**config.mk**
```make
export PLATFORM = sky130hd
export DESIGN_NAME = fec_csr
export DESIGN_NICKNAME = d
export VERILOG_FILES = /design/src/rtl/fec_csr_pkg.sv /design/src/rtl/fec_csr_sticky.sv /design/src/rtl/fec_csr_satcnt.sv /design/src/rtl/fec_csr_strobe.sv /design/src/rtl/fec_csr.sv
export SDC_FILE = /design/constraint.sdc
export NUM_CORES = 1
export LEC_CHECK = 0
export ABC_AREA = 1
export BUFFER_PORTS_ARGS = -buffer_cell sky130_fd_sc_hd__buf_2
export CAP_MARGIN = 20
export CORE_AREA = 2 2 124 126
export DETAILED_ROUTE_END_ITERATION = 12
export DIE_AREA = 0 0 126 128
export HOLD_SLACK_MARGIN = 0.08
export PLACE_DENSITY = 0.46
export RECOVER_POWER = 100
export SLEW_MARGIN = 20
export SYNTH_ARGS = -nofsm -noshare
export SYNTH_HDL_FRONTEND = slang
export SYNTH_SLANG_ARGS = --single-unit
```
**constraint.sdc**
```tcl
create_clock -name clk -period 4.8 [get_ports clk]
set_clock_uncertainty 0.1 [all_clocks]
set_input_delay 0.48 -clock clk [delete_from_list [all_inputs] [get_ports clk]]
set_output_delay 0.48 -clock clk [all_outputs]
set_load 0.05 [all_outputs]
```
**src/rtl/fec_csr_pkg.sv**
```systemverilog
package fec_csr_pkg;

    localparam int DATA_W     = 32;
    localparam int MODE_W     = 6;
    localparam int LEN_W      = 4;
    localparam int EFF_LEN_W  = LEN_W + 1;

    // control word
    localparam int CTL_RST_BIT = 0;
    localparam int CTL_REQ_BIT = 18;
    // injection word
    localparam int INJ_TRN_BIT = 0;
    localparam int INJ_BST_BIT = 1;
    localparam int INJ_LEN_LSB = 2;
    localparam int INJ_GO_BIT  = 11;

    typedef enum logic [2:0] {
        SEL_CTRL,
        SEL_STAT,
        SEL_INJ,
        SEL_CNT,
        SEL_NONE
    } word_sel_t;

    typedef struct packed {
        logic             trans_en;
        logic             burst_en;
        logic [LEN_W-1:0] len;
    } inj_cfg_t;

    typedef struct packed {
        logic              err_ab;
        logic              fec_ab;
        logic [MODE_W-1:0] mode;
        logic              lt_to;
        logic              an_to;
        logic              link_ok;
    } seq_stat_t;

    function automatic logic [DATA_W-1:0] pack_status(input seq_stat_t s);
        logic [DATA_W-1:0] w;
        w        = '0;
        w[0]     = s.link_ok;
        w[1]     = s.an_to;
        w[2]     = s.lt_to;
        w[13:8]  = s.mode;
        w[16]    = s.fec_ab;
        w[17]    = s.err_ab;
        return w;
    endfunction

    function automatic logic [DATA_W-1:0] pack_inj(input inj_cfg_t c);
        logic [DATA_W-1:0] w;
        w                                  = '0;
        w[INJ_TRN_BIT]                     = c.trans_en;
        w[INJ_BST_BIT]                     = c.burst_en;
        w[INJ_LEN_LSB +: LEN_W]            = c.len;
        return w;
    endfunction

    function automatic logic [EFF_LEN_W-1:0] eff_len(input logic [LEN_W-1:0] f);
        return (f == '0) ? EFF_LEN_W'(1) : {1'b0, f};
    endfunction

endpackage

```
**src/rtl/fec_csr_sticky.sv**
```systemverilog
module fec_csr_sticky (
    input  logic clk,
    input  logic rst,
    input  logic set_i,
    input  logic clr_i,
    output logic flag_o
);
    always_ff @(posedge clk) begin
        if (rst)        flag_o <= 1'b0;
        else if (set_i) flag_o <= 1'b1;
        else if (clr_i) flag_o <= 1'b0;
    end
endmodule

```
**src/rtl/fec_csr_satcnt.sv**
```systemverilog
module fec_csr_satcnt #(
    parameter int W = 32
) (
    input  logic         clk,
    input  logic         rst,
    input  logic         inc_i,
    input  logic         clr_i,
    output logic [W-1:0] count_o
);
    localparam logic [W-1:0] TOP = {W{1'b1}};

    always_ff @(posedge clk) begin
        if (rst)
            count_o <= '0;
        else if (clr_i)
            count_o <= inc_i ? W'(1) : '0;
        else if (inc_i && count_o != TOP)
            count_o <= count_o + W'(1);
    end
endmodule

```
**src/rtl/fec_csr_strobe.sv**
```systemverilog
module fec_csr_strobe (
    input  logic clk,
    input  logic rst,
    input  logic fire_i,
    output logic pulse_o
);
    always_ff @(posedge clk) begin
        if (rst) pulse_o <= 1'b0;
        else     pulse_o <= fire_i;
    end
endmodule

```
**src/rtl/fec_csr.sv**
```systemverilog
module fec_csr
    import fec_csr_pkg::*;
#(
    parameter int                ADDR_W    = 8,
    parameter logic [ADDR_W-1:0] BASE_ADDR = 8'hB0,
    parameter int                CNT_W     = 32
) (
    input  logic                 clk,
    input  logic                 rst,
    input  logic [ADDR_W-1:0]    bus_addr,
    input  logic                 bus_wr,
    input  logic [31:0]          bus_wdata,
    input  logic                 bus_rd,
    output logic [31:0]          bus_rdata,
    output logic                 bus_rvalid,
    input  logic                 seq_link_ready,
    input  logic                 seq_an_timeout,
    input  logic                 seq_lt_timeout,
    input  logic                 seq_an_restart,
    input  logic [5:0]           seq_mode,
    input  logic                 fec_ability,
    input  logic                 fec_err_ability,
    input  logic                 fec_corr_blk,
    output logic                 fec_request,
    output logic                 seq_reset_pulse,
    output logic                 inj_trans_en,
    output logic                 inj_burst_en,
    output logic [4:0]           inj_burst_len,
    output logic                 inj_pulse
);
    localparam int N_FLAGS = 2;

    word_sel_t         sel;
    logic [ADDR_W-1:0] off;
    logic              fec_req_q;
    inj_cfg_t          inj_q;
    logic              an_to_q;
    logic              lt_to_q;
    logic [CNT_W-1:0]  cnt_q;
    logic [DATA_W-1:0] rd_word;
    seq_stat_t         stat;
    logic              wr_ctrl, wr_inj, cnt_clr;

    always_comb begin
        off = bus_addr - BASE_ADDR;
        case (off)
            ADDR_W'(0): sel = SEL_CTRL;
            ADDR_W'(1): sel = SEL_STAT;
            ADDR_W'(2): sel = SEL_INJ;
            ADDR_W'(3): sel = SEL_CNT;
            default:    sel = SEL_NONE;
        endcase
    end

    assign wr_ctrl = bus_wr && (sel == SEL_CTRL);
    assign wr_inj  = bus_wr && (sel == SEL_INJ);
    assign cnt_clr = bus_rd && (sel == SEL_CNT);

    always_ff @(posedge clk) begin
        if (rst) begin
            fec_req_q <= 1'b0;
            inj_q     <= '0;
        end else begin
            if (wr_ctrl)
                fec_req_q <= bus_wdata[CTL_REQ_BIT];
            if (wr_inj) begin
                inj_q.trans_en <= bus_wdata[INJ_TRN_BIT];
                inj_q.burst_en <= bus_wdata[INJ_BST_BIT];
                inj_q.len      <= bus_wdata[INJ_LEN_LSB +: LEN_W];
            end
        end
    end

    fec_csr_strobe rst_strobe_i (
        .clk    (clk),
        .rst    (rst),
        .fire_i (wr_ctrl && bus_wdata[CTL_RST_BIT]),
        .pulse_o(seq_reset_pulse)
    );

    fec_csr_strobe inj_strobe_i (
        .clk    (clk),
        .rst    (rst),
        .fire_i (wr_inj && bus_wdata[INJ_GO_BIT]),
        .pulse_o(inj_pulse)
    );

    // both timeout flags share one structure; generate picks the event
    logic [N_FLAGS-1:0] to_set, to_flag;
    assign to_set = {seq_lt_timeout, seq_an_timeout};

    for (genvar g = 0; g < N_FLAGS; g++) begin : g_timeout
        fec_csr_sticky flag_i (
            .clk   (clk),
            .rst   (rst),
            .set_i (to_set[g]),
            .clr_i (seq_an_restart),
            .flag_o(to_flag[g])
        );
    end

    assign an_to_q = to_flag[0];
    assign lt_to_q = to_flag[1];

    fec_csr_satcnt #(.W(CNT_W)) corr_cnt_i (
        .clk    (clk),
        .rst    (rst),
        .inc_i  (fec_corr_blk),
        .clr_i  (cnt_clr),
        .count_o(cnt_q)
    );

    always_comb begin
        stat.link_ok = seq_link_ready;
        stat.an_to   = an_to_q;
        stat.lt_to   = lt_to_q;
        stat.mode    = seq_mode;
        stat.fec_ab  = fec_ability;
        stat.err_ab  = fec_err_ability;
    end

    always_comb begin
        rd_word = '0;
        case (sel)
            SEL_CTRL: rd_word[CTL_REQ_BIT] = fec_req_q;
            SEL_STAT: rd_word = pack_status(stat);
            SEL_INJ:  rd_word = pack_inj(inj_q);
            SEL_CNT:  rd_word = DATA_W'(cnt_q);
            default:  rd_word = '0;
        endcase
    end

    always_ff @(posedge clk) begin
        if (rst) begin
            bus_rdata  <= '0;
            bus_rvalid <= 1'b0;
        end else begin
            bus_rvalid <= bus_rd;
            if (bus_rd)
                bus_rdata <= rd_word;
        end
    end

    assign fec_request   = fec_req_q;
    assign inj_trans_en  = inj_q.trans_en;
    assign inj_burst_en  = inj_q.burst_en;
    assign inj_burst_len = eff_len(inj_q.len);

endmodule

```
### Word level (Yosys, flattened, before mapping)

Cells that the tools add are included.

* flip-flop bits (word level): 76
* input bits: 57
* output and inout bits: 43
* logic and storage cells: 43

* add/subtract/negate cells: 2
* equality and inequality tests: 7
* muxes and demuxes: 11
* reduce and logical (&&, ||, !) cells: 12

Operators with widths (count)
* $mux W32: 2
* $pmux W18 S3: 1
* $add A32 B1 Y32 const B: 1
* $ne A32 B32 Y1 const B: 1
* $eq A8 B2 Y1 const B: 2
* $mux W13: 1
* $pmux W3 S4: 1
* $eq A8 B1 Y1 const B: 1
* $logic_not A8 Y1: 1
* $sub A8 B8 Y8 const B: 1
* $eq A3 B2 Y1 const B: 2
* $logic_and A1 B1 Y1: 6
* $reduce_bool A2 Y1: 3
* $logic_not A4 Y1: 1
* $mux W1: 4
* $mux W4: 1
* $eq A3 B1 Y1 const B: 1
* $logic_not A3 Y1: 1
* $pmux W1 S2: 1

### Depth between registers and ports, before layout

* word-level depth: 6
* gate-level depth with buffers: 13
* depth with buffers taken out: 12

### Hierarchy

From an unflattened synthesis, not the netlist that was laid out.

* cells, all modules: 659
* area, all modules: 4262.8 um2

By module, submodules not included
* fec_csr_satcnt: times used 1, cells an instance 387, area an instance 2273.4 um2
* fec_csr: times used 1, cells an instance 256, area an instance 1849.3 um2
* fec_csr_sticky: times used 2, cells an instance 5, area an instance 40.0 um2
* fec_csr_strobe: times used 2, cells an instance 3, area an instance 30.0 um2

### Least setup slack after synthesis

No wires, ideal clock.

* kind: register -> register
* from: register corr_cnt_i.count_o[0]
* to: register corr_cnt_i.count_o[11]
* library setup time: 117 ps
* arrival time: 1573 ps
* data required time: 4583 ps
* slack: 3010 ps
* cell stages (with the launch flop): 12
* buffers on the path: 1
* period minus slack after synthesis: 1790 ps
* cell sequence: dfxtp_1 -> ha_1 -> nand2_1 -> nor2_1 -> nand2_1 -> nor2_4 -> nand2_2 -> nand2_8 -> nand2_4 -> buf_2 -> a21oi_1 -> nor2_1

* longest elaborated chain between the ends: 3

Ends and longest elaborated chain
* start: declaration: line fec_csr_satcnt.sv:8 `output logic [W-1:0] count_o`
* start signal: assignment: line fec_csr_satcnt.sv:16 `count_o <= inc_i ? W'(1) : '0;`
* start signal: assignment: line fec_csr_satcnt.sv:18 `count_o <= count_o + W'(1);`
* $add A32 B1 Y32 or $ne A32 B32 Y1 (tied branches): line fec_csr_satcnt.sv:18, fec_csr_satcnt.sv:17
* $mux W32 or $logic_and A1 B1 Y1 (tied branches): line fec_csr_satcnt.sv:17 `else if (inc_i && count_o != TOP)`
* $mux W32 or $reduce_bool A2 Y1 (tied branches)

Parallel ways exist; a longest one is shown, timed or not. The select of a mux whose other input is x is not followed.
A chain may end at the register's enable or synchronous reset.

==> results.tsv <==
stage	metric	value	unit
status	outcome	finished, violations left	
status	failing checks	max-capacitance violations, max-slew violations	
cts	CTS H-tree depth	3	
placement	gpl congestion	0.831	
floorplanning	Die W	126	um
timing	total negative slack	0	ns
routing	DR DRC count	0	
power_and_ir_drop	Leakage	1.51	nW
logic_synthesis	Synth Net Count	600	
logic_synthesis	area share of fa/ha/maj cells after synthesis	0.00345	
final_layout	fin nets	661	
logic_synthesis	cell taking the most area after synthesis	dfxtp_1	
cts	Skew-Pair Late Insertion Delay	0.34	ns
routing	DR WL/cell	13.1	um
routing	Detail Route Antenna Nets	0	
grt	total grt overflow	0	
grt	vias in the first global route	3464	
final_layout	filler cell count	1679	
logic_synthesis	Post-Synth Simple-Gate Area	0.368	
timing	Slew Viols, Final	45	
timing	final worst-path cycle share	0.689	
grt	antenna violations before repair	0	
power_and_ir_drop	pwr dens	332	nW/um^2
final_layout	most frequent cells in the layout	nand2_1 (170), dfxtp_1 (76), nor2_1 (67)	
logic_synthesis	post-synthesis sequential area ratio	0.420	
power_and_ir_drop	Worst IR Drop VDD	0.000167	V
logic_synthesis	largest cells by area after synthesis	dfxtp_1 (42%), nand2_1 (18%), a21oi_1 (8.4%), nor2_1 (6.8%), nand3_1 (6.8%)	
cts	Post-CTS Setup Bufs	0	
logic_synthesis	YS warnings	0	
timing	max_slew headroom	-0.354	
timing	Min Clock Period, post-route	3.31	ns
critical_path	WS Path Type	input port to flip-flop	
critical_path	Reg2Reg Depth	12	
logic_synthesis	largest family of logic cells by synthesized area	simple AND/OR/NAND/NOR gates	
grt	Tot GR Track Use	0.135	
grt	first-pass GRT wire length	17500	um
cts	TritonCTS clock tree	done	
final_layout	Antenna diodes	0	
critical_path	CP required	4.94	ns
logic_synthesis	post-synth top area share	0.420	
critical_path	crit-path cells	clkbuf_1, inv_1, nand2_1, inv_2, o21ai_0, nor2_1	
critical_path	largest stage delay on the critical path	1.42	ns
routing	drt initial violations	219	
hold_path	worst min path class	input port to flip-flop	
floorplanning	num rows	45	
timing	Fmax achieved	302	MHz
cts	clk root buf	clkbuf_16	
placement	port bufs	74	
final_layout	Area Overhead vs Synth	20.2	%
logic_synthesis	multiplexer share of the synthesized area	0	
routing	Routed Wire Length	10400	um
floorplanning	Core ar.	14900	um^2
routing	drt via density	4.53	
floorplanning	Initial Util	0.244	
routing	via count	3601	
placement	Detail Placement HPWL	7390	um
timing	setup violators final	0	
cts	Num CTS Buffers	9	
timing	worst hold slack	0.239	ns
logic_synthesis	Avg Cell Area, Syn	6.68	um^2
timing	Final Hold Violating Endpoints	0	
logic_synthesis	Mapped Cells	542	
timing	RSZ-0062 raised after global routing	no	
floorplanning	Die Y	128	um
critical_path	Worst setup EP type	flip-flop	
hold_path	WHS Path Cells	3	
cts	post-CTS sizing	0	
critical_path	Max FO, Critical Path	44	
critical_path	Worst Setup Start Kind	input port	
timing	actual slew at the worst max-slew pin	2.03	ns
final_layout	most common cell after layout, fill and taps aside	nand2_1	
cts	clk buf depth	2	
logic_synthesis	Yosys cell types	33	
critical_path	Crit-path slowest cell	clkbuf_1	
logic_synthesis	compound-gate portion of the synthesized area	0.123	
cts	hold_buf cts	0	
logic_synthesis	mapped cell area	3620	um^2
floorplanning	I/O Pins	100	
grt	largest net degree at the start of global routing	45	
routing	Pre-antenna DRT Iters	4	
run	max_cap viols	1	
floorplanning	Die ar.	16100	um^2
cts	CTS sink cnt	76	
logic_synthesis	xor and xnor area share after synthesis	0.00484	
critical_path	CP arrival	3.44	ns
final_layout	layout cells sized above 1	0.0923	
logic_synthesis	flops & latches, synth	76	
cts	CTS clk-pin slew, worst paths	0.06	ns
[critical path, delay by kind of cell]
family,cells,cell delay [ns]
buffers and inverters,3,2.12
AND/OR/NAND/NOR,2,0.65
AO/OA/AOI/OAI,1,0.16
[cell usage after synthesis (all sizes together)]
master,count
nor3,10
nand3b,2
a21oi,61
clkinv,1
buf,11
nand4,6
ha,1
xor2,2
clkbuf,13
or2,1
o21ai,13
nand3,50
dfxtp,76
inv,43
o21a,1
a31oi,5
nor3b,1
o21bai,1
nor2,67
a22oi,3
conb,1
nand2,172
a21boi,1
[through the flow]
step	total power [mW]	cells	area, um^2	util	setup slack, ns
4_1_cts	1.47	795	4430	0.298	2.26
6_report	1.44	795	4350	0.293	1.49
3_5_place_dp	0.717	780	4100	0.276	1.89
2_1_floorplan	0.691	542	3620	-	3.01
5_1_grt	1.50	795	4350	0.293	1.08
3_3_place_gp	0.716	780	4100	0.276	1.89
[metal layers]
layer  global-route usage  up-vias  part of all wire
met5                    0        -                 0
met4               0.0465        0             0.015
met3               0.0313       12             0.053
met2                0.226       93              0.45
met1                0.171     1626              0.48
li1                     -     1870                 -
[worst paths after layout]
path	slack, ns	start	endpoint
max	1.49	rst	corr_cnt_i.count_o[11]
min	0.24	seq_lt_timeout	g_timeout[1].flag_i.flag_o
max reg2reg	2.14	corr_cnt_i.count_o[0]	corr_cnt_i.count_o[18]
min reg2reg	0.37	bus_rdata[1]	bus_rdata[1]
[cell families after synthesis]
kind of cell    Yosys count
fa+ha+maj                 1
other cells               1
simple gates            309
xor+xnor                  2
flops                    76
compound gates           85
buf+inv                  68
[power by group]
group | leakage (nW) | internal [mW] | switching (mW)
logic | 0.737 | 0.0174 | 0.0470
registers | 0.613 | 0.634 | 0.00265
clock network | 0.158 | 0.479 | 0.263
total | 1.51 | 1.13 | 0.313
[cell type report]
| type | instances | area (um^2) | area share |
|---|---|---|---|
| flip-flops and latches | 76 | 1520 | 0.350 |
| multi-input cells | 398 | 1790 | 0.411 |
| well taps | 188 | 235 | 0.0540 |
| clock buffers | 11 | 253 | 0.0581 |
| clock inverters | 4 | 72.6 | 0.0167 |
| repair buffers | 74 | 317 | 0.0727 |
| inverters | 44 | 165 | 0.0379 |
[flip-flops by register name (all words and copies together), names as in the netlist]
name and flops:
bus_rvalid 1, corr_cnt_i.count_o 32, bus_rdata 32, inj_strobe_i.pulse_o 1, fec_request 1, inj_trans_en 1, g_timeout.flag_i.flag_o 2, rst_strobe_i.pulse_o 1
inj_q 4, inj_burst_en 1
(Power assumes the default switching activity.)
